$ cat src/rtl/ext_irq_pkg.sv
package ext_irq_pkg;
  typedef enum logic {
    TRIG_EDGE       = 1'b0,
    TRIG_EDGE_LEVEL = 1'b1
  } trig_mode_e;
endpackage

$ cat src/rtl/ext_irq_combine.sv
module ext_irq_combine #(
  parameter int NUM_PORT = 8
) (
  input  logic                irq_ni,
  input  logic [NUM_PORT-1:0] port_i,
  input  logic [NUM_PORT-1:0] pull_en_i,
  output logic                src_no
);
  logic [NUM_PORT-1:0] gated_n;

  // A disabled pin reads as idle high.
  for (genvar i = 0; i < NUM_PORT; i++) begin : g_pin
    assign gated_n[i] = port_i[i] | ~pull_en_i[i];
  end

  assign src_no = irq_ni & (&gated_n);
endmodule

$ cat src/rtl/ext_irq_sync.sv
module ext_irq_sync #(
  parameter int   STAGES    = 2,
  parameter logic RESET_VAL = 1'b1
) (
  input  logic clk_i,
  input  logic rst_ni,
  input  logic d_i,
  output logic q_o
);
  logic [STAGES-1:0] stage_q;

  always_ff @(posedge clk_i or negedge rst_ni) begin
    if (!rst_ni) stage_q <= {STAGES{RESET_VAL}};
    else         stage_q <= {stage_q[STAGES-2:0], d_i};
  end

  assign q_o = stage_q[STAGES-1];
endmodule

$ cat src/rtl/ext_irq_edge_latch.sv
module ext_irq_edge_latch
  import ext_irq_pkg::*;
(
  input  logic       clk_i,
  input  logic       rst_ni,
  input  logic       src_ns_i,
  input  logic       clr_i,
  input  trig_mode_e mode_i,
  output logic       fall_o,
  output logic       latch_o,
  output logic       req_o
);
  logic src_prev_q;
  logic latch_q;

  always_ff @(posedge clk_i or negedge rst_ni) begin
    if (!rst_ni) begin
      src_prev_q <= 1'b1;
      latch_q    <= 1'b0;
    end else begin
      src_prev_q <= src_ns_i;
      // set wins over clear: a pulse at service start is kept
      latch_q    <= fall_o | (latch_q & ~clr_i);
    end
  end

  assign fall_o  = src_prev_q & ~src_ns_i;
  assign latch_o = latch_q;
  assign req_o   = latch_q | ((mode_i == TRIG_EDGE_LEVEL) & ~src_ns_i);
endmodule

$ cat src/rtl/ext_irq_detect.sv
module ext_irq_detect
  import ext_irq_pkg::*;
#(
  parameter int NUM_PORT    = 8,
  parameter int SYNC_STAGES = 2
) (
  input  logic                clk_i,
  input  logic                rst_ni,
  input  logic                irq_ni,
  input  logic [NUM_PORT-1:0] port_i,
  input  logic [NUM_PORT-1:0] pull_en_i,
  input  logic                level_mode_i,
  input  logic                clr_i,
  output logic                req_o
);
  logic       src_n;
  logic       src_ns;
  logic       fall;
  logic       latch_q;
  trig_mode_e mode;

  assign mode = trig_mode_e'(level_mode_i);

  ext_irq_combine #(.NUM_PORT(NUM_PORT)) u_combine (
    .irq_ni    (irq_ni),
    .port_i    (port_i),
    .pull_en_i (pull_en_i),
    .src_no    (src_n)
  );

  ext_irq_sync #(.STAGES(SYNC_STAGES), .RESET_VAL(1'b1)) u_sync (
    .clk_i  (clk_i),
    .rst_ni (rst_ni),
    .d_i    (src_n),
    .q_o    (src_ns)
  );

  ext_irq_edge_latch u_latch (
    .clk_i    (clk_i),
    .rst_ni   (rst_ni),
    .src_ns_i (src_ns),
    .clr_i    (clr_i),
    .mode_i   (mode),
    .fall_o   (fall),
    .latch_o  (latch_q),
    .req_o    (req_o)
  );
endmodule

$ cat config.mk
export PLATFORM = sky130hd
export DESIGN_NAME = ext_irq_detect
export DESIGN_NICKNAME = d
export VERILOG_FILES = /design/src/rtl/ext_irq_pkg.sv /design/src/rtl/ext_irq_combine.sv /design/src/rtl/ext_irq_sync.sv /design/src/rtl/ext_irq_edge_latch.sv /design/src/rtl/ext_irq_detect.sv
export SDC_FILE = /design/constraint.sdc
export NUM_CORES = 1
export LEC_CHECK = 0
export BUFFER_PORTS_ARGS = -buffer_cell sky130_fd_sc_hd__buf_2
export CORE_AREA = 2 2 39 41
export DETAILED_ROUTE_END_ITERATION = 12
export DIE_AREA = 0 0 41 43
export HOLD_SLACK_MARGIN = 0.1
export PLACE_DENSITY_LB_ADDON = 0.1
export SYNTH_ARGS = -nofsm -noshare
export SYNTH_HDL_FRONTEND = slang
export SYNTH_SLANG_ARGS = --single-unit
$ cat constraint.sdc
create_clock -name clk_i -period 1.3 [get_ports clk_i]
set_clock_uncertainty 0.05 [all_clocks]
set_input_delay 0.065 -clock clk_i [delete_from_list [all_inputs] [get_ports clk_i]]
set_output_delay 0.065 -clock clk_i [all_outputs]
set_load 0.02 [all_outputs]
[Word level (Yosys, flattened, before mapping)]
Cells that the tools add are included.
Word-level totals
  input port bits: 21
  output and inout bits: 1
  register bits: 4
  word-level logic and storage cells: 28
Operators by class
  reductions and logical operators: 1
  bitwise gates (word level): 24
Operators with widths (count)
  1-bit inverter: 10
  1-bit bitwise OR: 10
  8-bit AND reduction: 1
  1-bit AND: 4

[Depth between registers and ports, before layout]
Gate-level depths: netlist of the first run.
  depth in word-level cells: 4
  depth in mapped cells: 3
  gate-level depth less buffers: 3

[By module]
Synthesis of the first run repeated with hierarchy kept, for this count alone.
Second synthesis, totals
  cells, all modules: 21
  area, all modules: 210.2 sq um
Modules (own cells, without submodules)
  ext_irq_edge_latch: cells an instance 7, area each 85.1 sq um, seq. area each 51.3 sq um, instances 1
  ext_irq_combine: cells an instance 12, area each 72.6 sq um, seq. area each 0.0 sq um, instances 1
  ext_irq_sync: cells an instance 2, area each 52.6 sq um, seq. area each 52.6 sq um, instances 1

[Least setup slack after synthesis of the first run]
Ideal clock, no wire load.
  path kind: register to register
  start point: register u_sync.stage_q[1]
  end point: register u_latch.latch_q, in the netlist u_latch.latch_o
  slack: 0.399 ns
  path buffers: 0
  period minus slack after synthesis: 0.901 ns
  required time: 1.129 ns
  setup time: 0.121 ns
  data arrival time: 0.730 ns
  cell stages (with the launch flop): 3
  cells stage by stage: dfstp_2 > inv_1 > a22o_1
On the way
  longest elaborated chain between the ends: 3
RTL lines
  start: declaration: line ext_irq_sync.sv:10  | logic [STAGES-1:0] stage_q;
  start signal: assignment: line ext_irq_sync.sv:13  | if (!rst_ni) stage_q <= {STAGES{RESET_VAL}};
  start signal: assignment: line ext_irq_sync.sv:14  | else stage_q <= {stage_q[STAGES-2:0], d_i};
  1-bit inverter: line ext_irq_edge_latch.sv:27  | assign fall_o = src_prev_q & ~src_ns_i;
  1-bit AND: line ext_irq_edge_latch.sv:27
  1-bit bitwise OR: line ext_irq_edge_latch.sv:23  | latch_q <= fall_o | (latch_q & ~clr_i);
  end signal: assignment: line ext_irq_edge_latch.sv:23
  end: declaration: line ext_irq_edge_latch.sv:14  | logic latch_q;
No other way between the ends.

[Worst setup path in the final report of the first run]
  start point: register u_sync.stage_q[1]
  end point: output req_o
On the way
  longest elaborated chain between the ends: 3
RTL lines
  1-bit inverter: line ext_irq_edge_latch.sv:29  | assign req_o = latch_q | ((mode_i == TRIG_EDGE_LEVEL) & ~src_ns_i);
  1-bit AND: line ext_irq_edge_latch.sv:29
  1-bit bitwise OR: line ext_irq_edge_latch.sv:29
  end: declaration: line ext_irq_detect.sv:14  | output logic req_o
No other way between the ends.

==> results of run 1 <==
power by group through the flow:
stage                     logic [uW]  clock network, uW  registers (uW)
after floorplan                 23.1                  0             136
after global placement          56.2                  0             136
after detailed placement        58.3                  0             136
after CTS                       76.7                180             135
after global routing            83.8                188             136
final                           75.5                172             135
sequential cells by signal, indices dropped and copies added (netlist names):
| name | flops |
|---|---|
| u_latch.latch_o | 1 |
| u_latch.src_prev_q | 1 |
| u_sync.stage_q | 2 |
layout by cell type (no fill, tap or decap), drive strengths merged:
cell / count
a21o: 1
nand2b: 3
o22ai: 1
a22o: 1
nor2b: 1
dlygate4sd3: 8
clkbuf: 4
nor4: 1
o2111ai: 1
inv: 5
dfrtp: 1
dfstp: 3
clkinv: 1
o21ai: 1
buf: 21
critical path, stage by stage, from the launching register on:
cell	delay, ps
dfstp_2	520
inv_1	50
a21o_1	160
buf_2	150
per-stage QoR:
stage	total power, uW	util, %	setup WS, ps
6_report	382	31.2	72.2
5_1_grt	408	31.2	3.96
4_1_cts	391	31.2	55.1
3_5_place_dp	194	23.5	313
3_3_place_gp	192	23.5	328
2_1_floorplan	159	-	399
worst max-delay path by stage:
stage,startpoint,end,slack (ps),cells past startpoint
floorplan,u_sync.stage_q[1],u_latch.latch_o,400,2
global placement,u_sync.stage_q[1],req_o,330,3
detailed placement,u_sync.stage_q[1],req_o,310,3
CTS,u_sync.stage_q[1],req_o,60,3
global route,u_sync.stage_q[1],req_o,4,3
finish,u_sync.stage_q[1],req_o,70,3
kinds of logic (layout without fill, tap and decap cells):
logic type,after synthesis,count (layout),synth area share (%)
compound gates,5,5,18.1
buf+inv,6,39,11.2
flops,4,4,51.9
simple gates,5,5,18.8
cell type report:
type                       count  share of cell area [%]
clock buffer                   4                    6.09
multi-input combinational     10                    17.1
inverter                       6                    5.22
tap                           16                    4.64
sequential                     4                    24.1
timing repair buffer          29                    42.9
cells in the mapped netlist:
master | instances | area, sq um
dfrtp_1 | 1 | 25.0
dfstp_2 | 3 | 78.8
clkinv_1 | 1 | 3.75
nand2b_1 | 3 | 18.8
a22o_1 | 1 | 8.76
nor4_2 | 1 | 12.5
o2111ai_1 | 1 | 8.76
inv_1 | 5 | 18.8
o22ai_1 | 1 | 6.26
a21o_1 | 1 | 7.51
nor2b_1 | 1 | 6.26
o21ai_1 | 1 | 5.00
per-layer routing:
layer	wire length, um	track usage (%)	part of all wire [%]	vias up
li1	-	-	-	133
met3	51	3.66	8.9	2
met4	19	12.0	3.3	0
met2	334	14.1	58	14
met5	0	0	0	-
met1	164	6.51	29	113
repair_timing:
| action | CTS | global route |
|---|---|---|
| resized for setup | 0 | 0 |
| hold buffers | 8 | 0 |
| hold endpoints to repair | 6 | 0 |
==> impl_summary.log, run 1 <==
[metrics] initial antenna violation count: 0
[metrics] startpoint type of the worst setup path: flop
[metrics] Mapped Nets: 41
[metrics] Total GRT Usage: 9.07%
[metrics] crit path time final: 1230 ps
[metrics] IO buf count: 21
[metrics] Storage cell area: between 100 and 150 sq um
[metrics] Worst EP arrival: roughly 1100 ps
[metrics] transition time of the tightest slew-check pin: ~200 ps
[metrics] worst hold path type: in2async
[metrics] area of the die: 1760 sq um
[metrics] sequential power share: between 30% and 40%
[metrics] number of clock sinks: 4
[metrics] net switching share of the total power: 22.0%
[metrics] slack of the worst reg-to-reg path: roughly 370 ps
[metrics] number of cell instances on the worst register-to-register path: 2
[metrics] clock insertion delay at the later pin of the skew report: approximately 230 ps
[metrics] CTS H-Tree Depth: 1
[metrics] non-filler cells, final: 69
[metrics] total vias in the final route: 262
[metrics] final RePlAce weighted congestion: a little under 0.6
[metrics] total number of yosys warnings: 0
[metrics] post-synth design cell area: between 200 and 250 sq um
[metrics] Placed Instance Area: ~330 sq um
[metrics] final-layout fill cell count: approximately 140
[metrics] CTS tree: built
[metrics] post-synthesis cell type count: 12
[metrics] Rows: 14
[metrics] pwr dens: between 800 and 900 nW/um^2
[metrics] Setup-failing EPs final: 0
[metrics] launching point of the worst reg2reg path: u_sync.stage_q[1]
[metrics] number of global-route vias before repair: 288
[metrics] total instance count after detailed placement: 57
[metrics] routed length per placed instance: 8.28 um
[metrics] fraction of layout cells with a size suffix above 1: around 53%
[metrics] number of remaining DRC errors: 0
[metrics] net switching component of the power: 83.8 uW
[metrics] effective utilization at floorplan: between 10 and 15%
[metrics] final period utilization: ~94%
[metrics] status: finished, final reports clean
[metrics] portion of total power attributed to combinational logic: 19.8%
[metrics] number of standard cells after synthesis: 20
[metrics] number of antenna-violating nets in the routed design: 0
[metrics] sort of element at the end of the critical path: primary output
[metrics] CTS buffer count: 3
[metrics] WHS: about 97 ps
[metrics] critical path required time: 1190 ps
[metrics] Detailed Route WL: about 570 um
[metrics] Pleak: about 0.00022 uW
[metrics] number of antenna diodes: 0
[metrics] highest achievable clock rate: just over 0.8 GHz
[metrics] setup repair after global routing missed its margin: no
[metrics] kind of critical path: reg2out
[metrics] Post-CTS Setup Inserts: 0
[metrics] max-slew headroom at the worst pin: approximately 86%
[metrics] pin count of the biggest net entering global routing: 5
[metrics] clock root buffer: clkbuf_4
[metrics] total global routing overflow: 0
[metrics] Hold Violations, Final: 0
[metrics] global-route wire length before repair: between 900 and 1000 um
[metrics] area of the multi-input gates: roughly 74 sq um
[metrics] chip width: just over 40 um
[metrics] Worst Path Max Fanout: 2
[metrics] worst vdd rail ir drop: approximately 250 uV
[metrics] iteration-0 DRC count of the detailed router: 0
[metrics] area inside the core boundary: between 1000 and 1500 sq um
[metrics] HPWL after DPL: 433 um
[metrics] clock-pin transition on the worst setup and hold timing paths: approximately 40 ps
[metrics] reported max-cap violation count: 0
[metrics] I/O pin cnt: 22
[metrics] r2r endpoint: u_latch.latch_o
[metrics] area growth from synthesis to layout: 116%
[metrics] Total Neg Setup Slack: 0 ps
[metrics] cell area after layout: approximately 430 sq um
[metrics] maximum number of buffers from clock root to sink: 2
[metrics] Clk network pwr share: 45.0%
[metrics] synthesized area divided by synthesized cell count: around 10 sq um
[metrics] via/cell ratio: approximately 3.8
[metrics] fraction of the yosys area taken by sequential cells: about half
[metrics] Die Y: approximately 43 um
[metrics] flops & latches, synth: 4
[metrics] detailed-routing iteration count for the pre-antenna-repair pass: 1
[metrics] max-slew violation count: 0
[metrics] Post-layout nets: 75
[metrics] internal power: between 200 and 300 uW
(Power assumes the default switching activity.)
==> run 2, diff against run 1 <==
MAX_ROUTING_LAYER = met4   (was unset)
==> impl_summary.log, run 2 (same netlist as run 1, synthesis figures left out) <==
[metrics] crit path max-delay cell type: dfstp_2
[metrics] number of antenna diodes: 0 (unchanged)
[metrics] transition time of the tightest slew-check pin: 204 ps (unchanged)
[metrics] highest-count cells in the layout ignoring fill and taps: buf_2, dlygate4sd3_1, inv_1
[metrics] max-slew violation count: 0 (unchanged)
[metrics] area inside the core boundary: 1380 sq um (unchanged)
[metrics] critical path required time: 1190 ps (about the same)
[metrics] highest achievable clock rate: 0.814 GHz (unchanged)
[metrics] final RePlAce weighted congestion: 0.580 (+0.52%)
[metrics] status: finished, final reports clean
[metrics] Placed Instance Area: 325 sq um (unchanged)
[metrics] effective utilization at floorplan: 14.5% (unchanged)
[metrics] CTS H-Tree Depth: 1 (unchanged)
[metrics] HPWL after DPL: 433 um (unchanged)
[metrics] area growth from synthesis to layout: 116% (unchanged)
[metrics] iteration-0 DRC count of the detailed router: 0 (unchanged)
[metrics] chip width: 41 um (unchanged)
[metrics] pin count of the biggest net entering global routing: 5 (unchanged)
[metrics] setup repair after global routing missed its margin: no
[metrics] crit path time final: 1230 ps (unchanged)
[metrics] routed length per placed instance: 8.28 um (unchanged)
[metrics] sort of element at the end of the critical path: primary output
[metrics] GR Layer Usage met1: 6.84% (+0.33 points)
[metrics] detailed-routing iteration count for the pre-antenna-repair pass: 1 (unchanged)
[metrics] largest incremental delay on the critical path: 520 ps (about the same)
[metrics] initial antenna violation count: 0 (unchanged)
[metrics] CTS buffer count: 3 (unchanged)
[metrics] Total GRT Usage: 9.30% (+0.22 points)
[metrics] layer with the highest usage: met2
[metrics] I/O pin cnt: 22 (unchanged)
[metrics] total global routing overflow: 0 (unchanged)
[metrics] CTS tree: built
[metrics] Hold Violations, Final: 0 (unchanged)
[metrics] final period utilization: 94.4% (unchanged)
[metrics] worst hold path type: in2async
[metrics] clock root buffer: clkbuf_4
[metrics] reported max-cap violation count: 0 (unchanged)
[metrics] Critical Path, Cell by Cell: inv_1 > a21o_1 > buf_2
[metrics] Pleak: 0.000224 uW (unchanged)
[metrics] kind of critical path: reg2out
[metrics] number of antenna-violating nets in the routed design: 0 (unchanged)
[metrics] Total Neg Setup Slack: 0 ps (unchanged)
[metrics] Largest register FFs: 2 (unchanged)
[metrics] number of clock sinks: 4 (unchanged)
[metrics] Rows: 14 (unchanged)
[metrics] Post-CTS Resized: 0 (unchanged)
[metrics] total instance count after detailed placement: 57 (unchanged)
[metrics] Setup-failing EPs final: 0 (unchanged)
[metrics] via/cell ratio: 3.80 (unchanged)
[metrics] maximum number of buffers from clock root to sink: 2 (unchanged)
[metrics] clock-pin transition on the worst setup and hold timing paths: 40 ps (about the same)
[metrics] pwr dens: 884 nW/um^2 (about the same)
[metrics] non-filler cells, final: 69 (unchanged)
[metrics] max-slew headroom at the worst pin: 86.3% (unchanged)
[metrics] clock insertion delay at the later pin of the skew report: 230 ps (about the same)
[metrics] critical path's top delay family: flip-flops
[metrics] fraction of layout cells with a size suffix above 1: 52.8% (unchanged)
[metrics] number of global-route vias before repair: 288 (unchanged)
[metrics] Post-layout nets: 75 (unchanged)
[metrics] global routing met3 resource utilization: 3.14% (-0.52 points)
[metrics] area of the die: 1760 sq um (unchanged)
[metrics] total vias in the final route: 262 (unchanged)
[metrics] Reg with most FFs: u_sync.stage_q
[metrics] IO buf count: 21 (unchanged)
[metrics] WP buf/inv: 2 (unchanged)
[metrics] Detailed Route WL: 571 um (unchanged)
[metrics] most common library cell in the layout ignoring fill and taps: buf_2
[metrics] cell area after layout: 432 sq um (unchanged)
[metrics] number of remaining DRC errors: 0 (unchanged)
[metrics] global routing met2 resource utilization: 14.1% (unchanged)
[metrics] Die Y: 43 um (unchanged)
[metrics] worst vdd rail ir drop: 249 uV (unchanged)
[metrics] Worst EP arrival: 1110 ps (about the same)
[metrics] global-route wire length before repair: 972 um (unchanged)
[metrics] Worst Path Max Fanout: 2 (unchanged)
[metrics] final core utilization: 31.2% (unchanged)
[metrics] startpoint type of the worst setup path: flop
==> run 2: cell counts in the layout (fill, tap and decap cells not counted) <==
Identical to the previous run, type by type.
==> run 2: cell type report <==
cell class	instances	area (sq um)
Clock buffer	4	26.3
Fill cell	141	952
Inverter	6	22.5
Multi-Input combinational cell	10	73.8
Sequential cell	4	104
Tap cell	16	20.0
Timing Repair Buffer	29	185
==> run 2: metrics by stage <==
step | total power (uW) | hold slack [ps] | setup slack [ps]
3_5_place_dp | 194 | -179 | 313
4_1_cts | 391 | 100 | 55.1
5_1_grt | 408 | 114 | 3.96
6_report | 382 | 96.6 | 72.2
2_1_floorplan | 159 | -281 | 399
3_3_place_gp | 192 | -180 | 328
==> run 2: routing by layer <==
layer | part of all wire (%) | vias to the layer above
li1 | - | 133
met1 | 29 | 113
met3 | 8.8 | 2
met2 | 58 | 14
met4 | 3.3 | 0
met5 | 0 | -
==> run 2: power breakdown <==
part | switching [uW] | total (uW) | internal [uW]
clock | 56.1 | 172 | 116
sequential | 2.01 | 135 | 133
combinational | 25.7 | 75.5 | 49.8
==> run 2: final timing paths <==
kind | startpoint | to | slack [ps] | cells after the start
setup / recovery | u_sync.stage_q[1] | req_o | 70 | 3
hold / removal | rst_ni | u_latch.latch_o | 100 | 2
setup reg to reg | u_sync.stage_q[1] | u_latch.latch_o | 370 | 2
hold reg to reg | u_sync.stage_q[0] | u_sync.stage_q[1] | 300 | 0
max in group asynchronous | rst_ni | u_sync.stage_q[1] | 890 | 2
min in group clk_i | port_i[2] | u_sync.stage_q[0] | 100 | 3
==> run 2: repair_timing <==
action                    4_1_cts  5_1_grt
hold endpoints to repair        6        0
hold buffers                    8        0
setup buffers                   0        0
==> run 3, diff against run 2 <==
GPL_TIMING_DRIVEN = 0   (was unset)
==> impl_summary.log, run 3 (same netlist as run 1, synthesis figures left out) <==
[metrics] met1 routed wirelength after detailed routing: 187 um (+13%)
[metrics] Setup-failing EPs final: 0 (unchanged)
[metrics] reported max-cap violation count: 0 (unchanged)
[metrics] Worst EP arrival: 1110 ps (about the same)
[metrics] detailed-routed wire length on met3: 43 um (-14%)
[metrics] Post-CTS Resized: 0 (unchanged)
[metrics] Detailed Route WL: 598 um (+4.7%)
[metrics] initial antenna violation count: 0 (unchanged)
[metrics] pin count of the biggest net entering global routing: 5 (unchanged)
[metrics] setup repair after global routing missed its margin: no
[metrics] Total GRT Usage: 8.66% (-0.64 points)
[metrics] largest incremental delay on the critical path: 520 ps (about the same)
[metrics] Pleak: 0.000232 uW (+3.7%)
[metrics] clock insertion delay at the later pin of the skew report: 230 ps (about the same)
[metrics] Reg with most FFs: u_sync.stage_q
[metrics] topmost layer with routed signal wires: met4
[metrics] detailed-routing iteration count for the pre-antenna-repair pass: 1 (unchanged)
[metrics] chip width: 41 um (unchanged)
[metrics] area growth from synthesis to layout: 126%
[metrics] Rows: 14 (unchanged)
[metrics] I/O pin cnt: 22 (unchanged)
[metrics] Worst Path Max Fanout: 2 (unchanged)
[metrics] Critical Path, Cell by Cell: inv_1 > a21o_1 > buf_2
[metrics] number of remaining DRC errors: 0 (unchanged)
[metrics] max-slew violation count: 0 (unchanged)
[metrics] clock root buffer: clkbuf_4
[metrics] kind of critical path: reg2out
[metrics] iteration-0 DRC count of the detailed router: 0 (unchanged)
[metrics] IO buf count: 21 (unchanged)
[metrics] Die Y: 43 um (unchanged)
[metrics] via/cell ratio: 3.90 (+2.7%)
[metrics] maximum number of buffers from clock root to sink: 2 (unchanged)
[metrics] number of antenna-violating nets in the routed design: 0 (unchanged)
[metrics] highest achievable clock rate: 0.816 GHz (+0.23%)
[metrics] HPWL after DPL: 458 um (+5.7%)
[metrics] final period utilization: 94.2% (-0.21 points)
[metrics] fraction of layout cells with a size suffix above 1: 50.9% (-1.9 points)
[metrics] crit path max-delay cell type: dfstp_2
[metrics] status: finished, final reports clean
[metrics] total vias in the final route: 277 (+5.7%)
[metrics] startpoint type of the worst setup path: flop
[metrics] worst vdd rail ir drop: 358 uV (+44%)
[metrics] number of global-route vias before repair: 283 (-1.7%)
[metrics] max-slew headroom at the worst pin: 86.2% (-0.096 points)
[metrics] CTS tree: built
[metrics] clock-pin transition on the worst setup and hold timing paths: 40 ps (about the same)
[metrics] transition time of the tightest slew-check pin: 205 ps (+1.43 ps)
[metrics] Largest register FFs: 2 (unchanged)
[metrics] cell area after layout: 452 sq um (+4.6%)
[metrics] effective utilization at floorplan: 14.5% (unchanged)
[metrics] global-route wire length before repair: 924 um (-4.9%)
[metrics] critical path required time: 1190 ps (about the same)
[metrics] sort of element at the end of the critical path: primary output
[metrics] detailed-routed wire length on met2: 352 um (+5.4%)
[metrics] number of clock sinks: 4 (unchanged)
[metrics] highest-count cells in the layout ignoring fill and taps: buf_2, dlygate4sd3_1, inv_1
[metrics] most common library cell in the layout ignoring fill and taps: buf_2
[metrics] CTS H-Tree Depth: 1 (unchanged)
[metrics] area inside the core boundary: 1380 sq um (unchanged)
[metrics] pwr dens: 850 nW/um^2 (-3.9%)
[metrics] number of antenna diodes: 0 (unchanged)
[metrics] Placed Instance Area: 325 sq um (unchanged)
[metrics] Hold Violations, Final: 0 (unchanged)
[metrics] worst hold path type: in2async
[metrics] final RePlAce weighted congestion: 0.575 (-0.88%)
[metrics] Total Neg Setup Slack: 0 ps (unchanged)
[metrics] area of the die: 1760 sq um (unchanged)
[metrics] total global routing overflow: 0 (unchanged)
[metrics] routed length per placed instance: 8.42 um (+1.8%)
[metrics] CTS buffer count: 3 (unchanged)
[metrics] Post-layout nets: 77 (+2.7%)
[metrics] crit path time final: 1230 ps (-2.76 ps)
[run 3: cell types whose count changed in the layout (fill, tap and decap cells not counted)]
| cell | previous run | this run |
|---|---|---|
| dlygate4sd3_1 | 8 | 10 |
[run 3: worst paths after layout]
path / from / end / slack (ps) / cells past startpoint
worst max-delay path: u_sync.stage_q[1] / req_o / 70 / 3
worst min-delay path: rst_ni / u_latch.latch_o / 110 / 2
worst max register to register: u_sync.stage_q[1] / u_latch.latch_o / 370 / 2
worst min register to register: u_sync.stage_q[0] / u_sync.stage_q[1] / 300 / 0
max in group asynchronous: rst_ni / u_sync.stage_q[1] / 880 / 2
min in group clk_i: pull_en_i[2] / u_sync.stage_q[0] / 110 / 4
[run 3: per-stage QoR]
stage / setup WS [ps] / std cells / util (%) / hold slack (ps) / power [uW]
floorplan: 399 / 20 / - / -281 / 159
global placement: 325 / 57 / 23.5 / -181 / 192
detailed placement: 321 / 57 / 23.5 / -177 / 194
CTS: 57.9 / 71 / 32.6 / 103 / 397
global route: 19.4 / 71 / 32.6 / 129 / 411
finish: 75.0 / 71 / 32.6 / 108 / 384
[run 3: routing by layer]
metal  up-vias  global-route usage [%]
met4         0                    9.33
met3         2                    5.24
li1        135                       -
met1       126                    5.50
met5         -                       -
met2        14                    13.4
[run 3: repair_timing]
item,4_1_cts,5_1_grt
endpoints found under the hold margin,6,0
setup buffers,0,0
hold buffers,10,0
[run 3: cell type report]
cell class              instances  area, sq um
multi-input cells              10         73.8
inverters                       6         22.5
well taps                      16         20.0
flip-flops and latches          4          104
clock buffers                   4         26.3
fillers                       149          932
repair buffers                 31          205
[run 3: power by group]
group,internal [uW],switching (uW)
clock,115,53.8
combinational,53.7,26.2
sequential,133,2.17
[run 3: worst max-delay path: cells and delay by family, from the launching register on]
kind	cells	cell delay [ps]
AOI/OAI and AO/OA	1	160
buffers and inverters	2	200
DFF	1	520
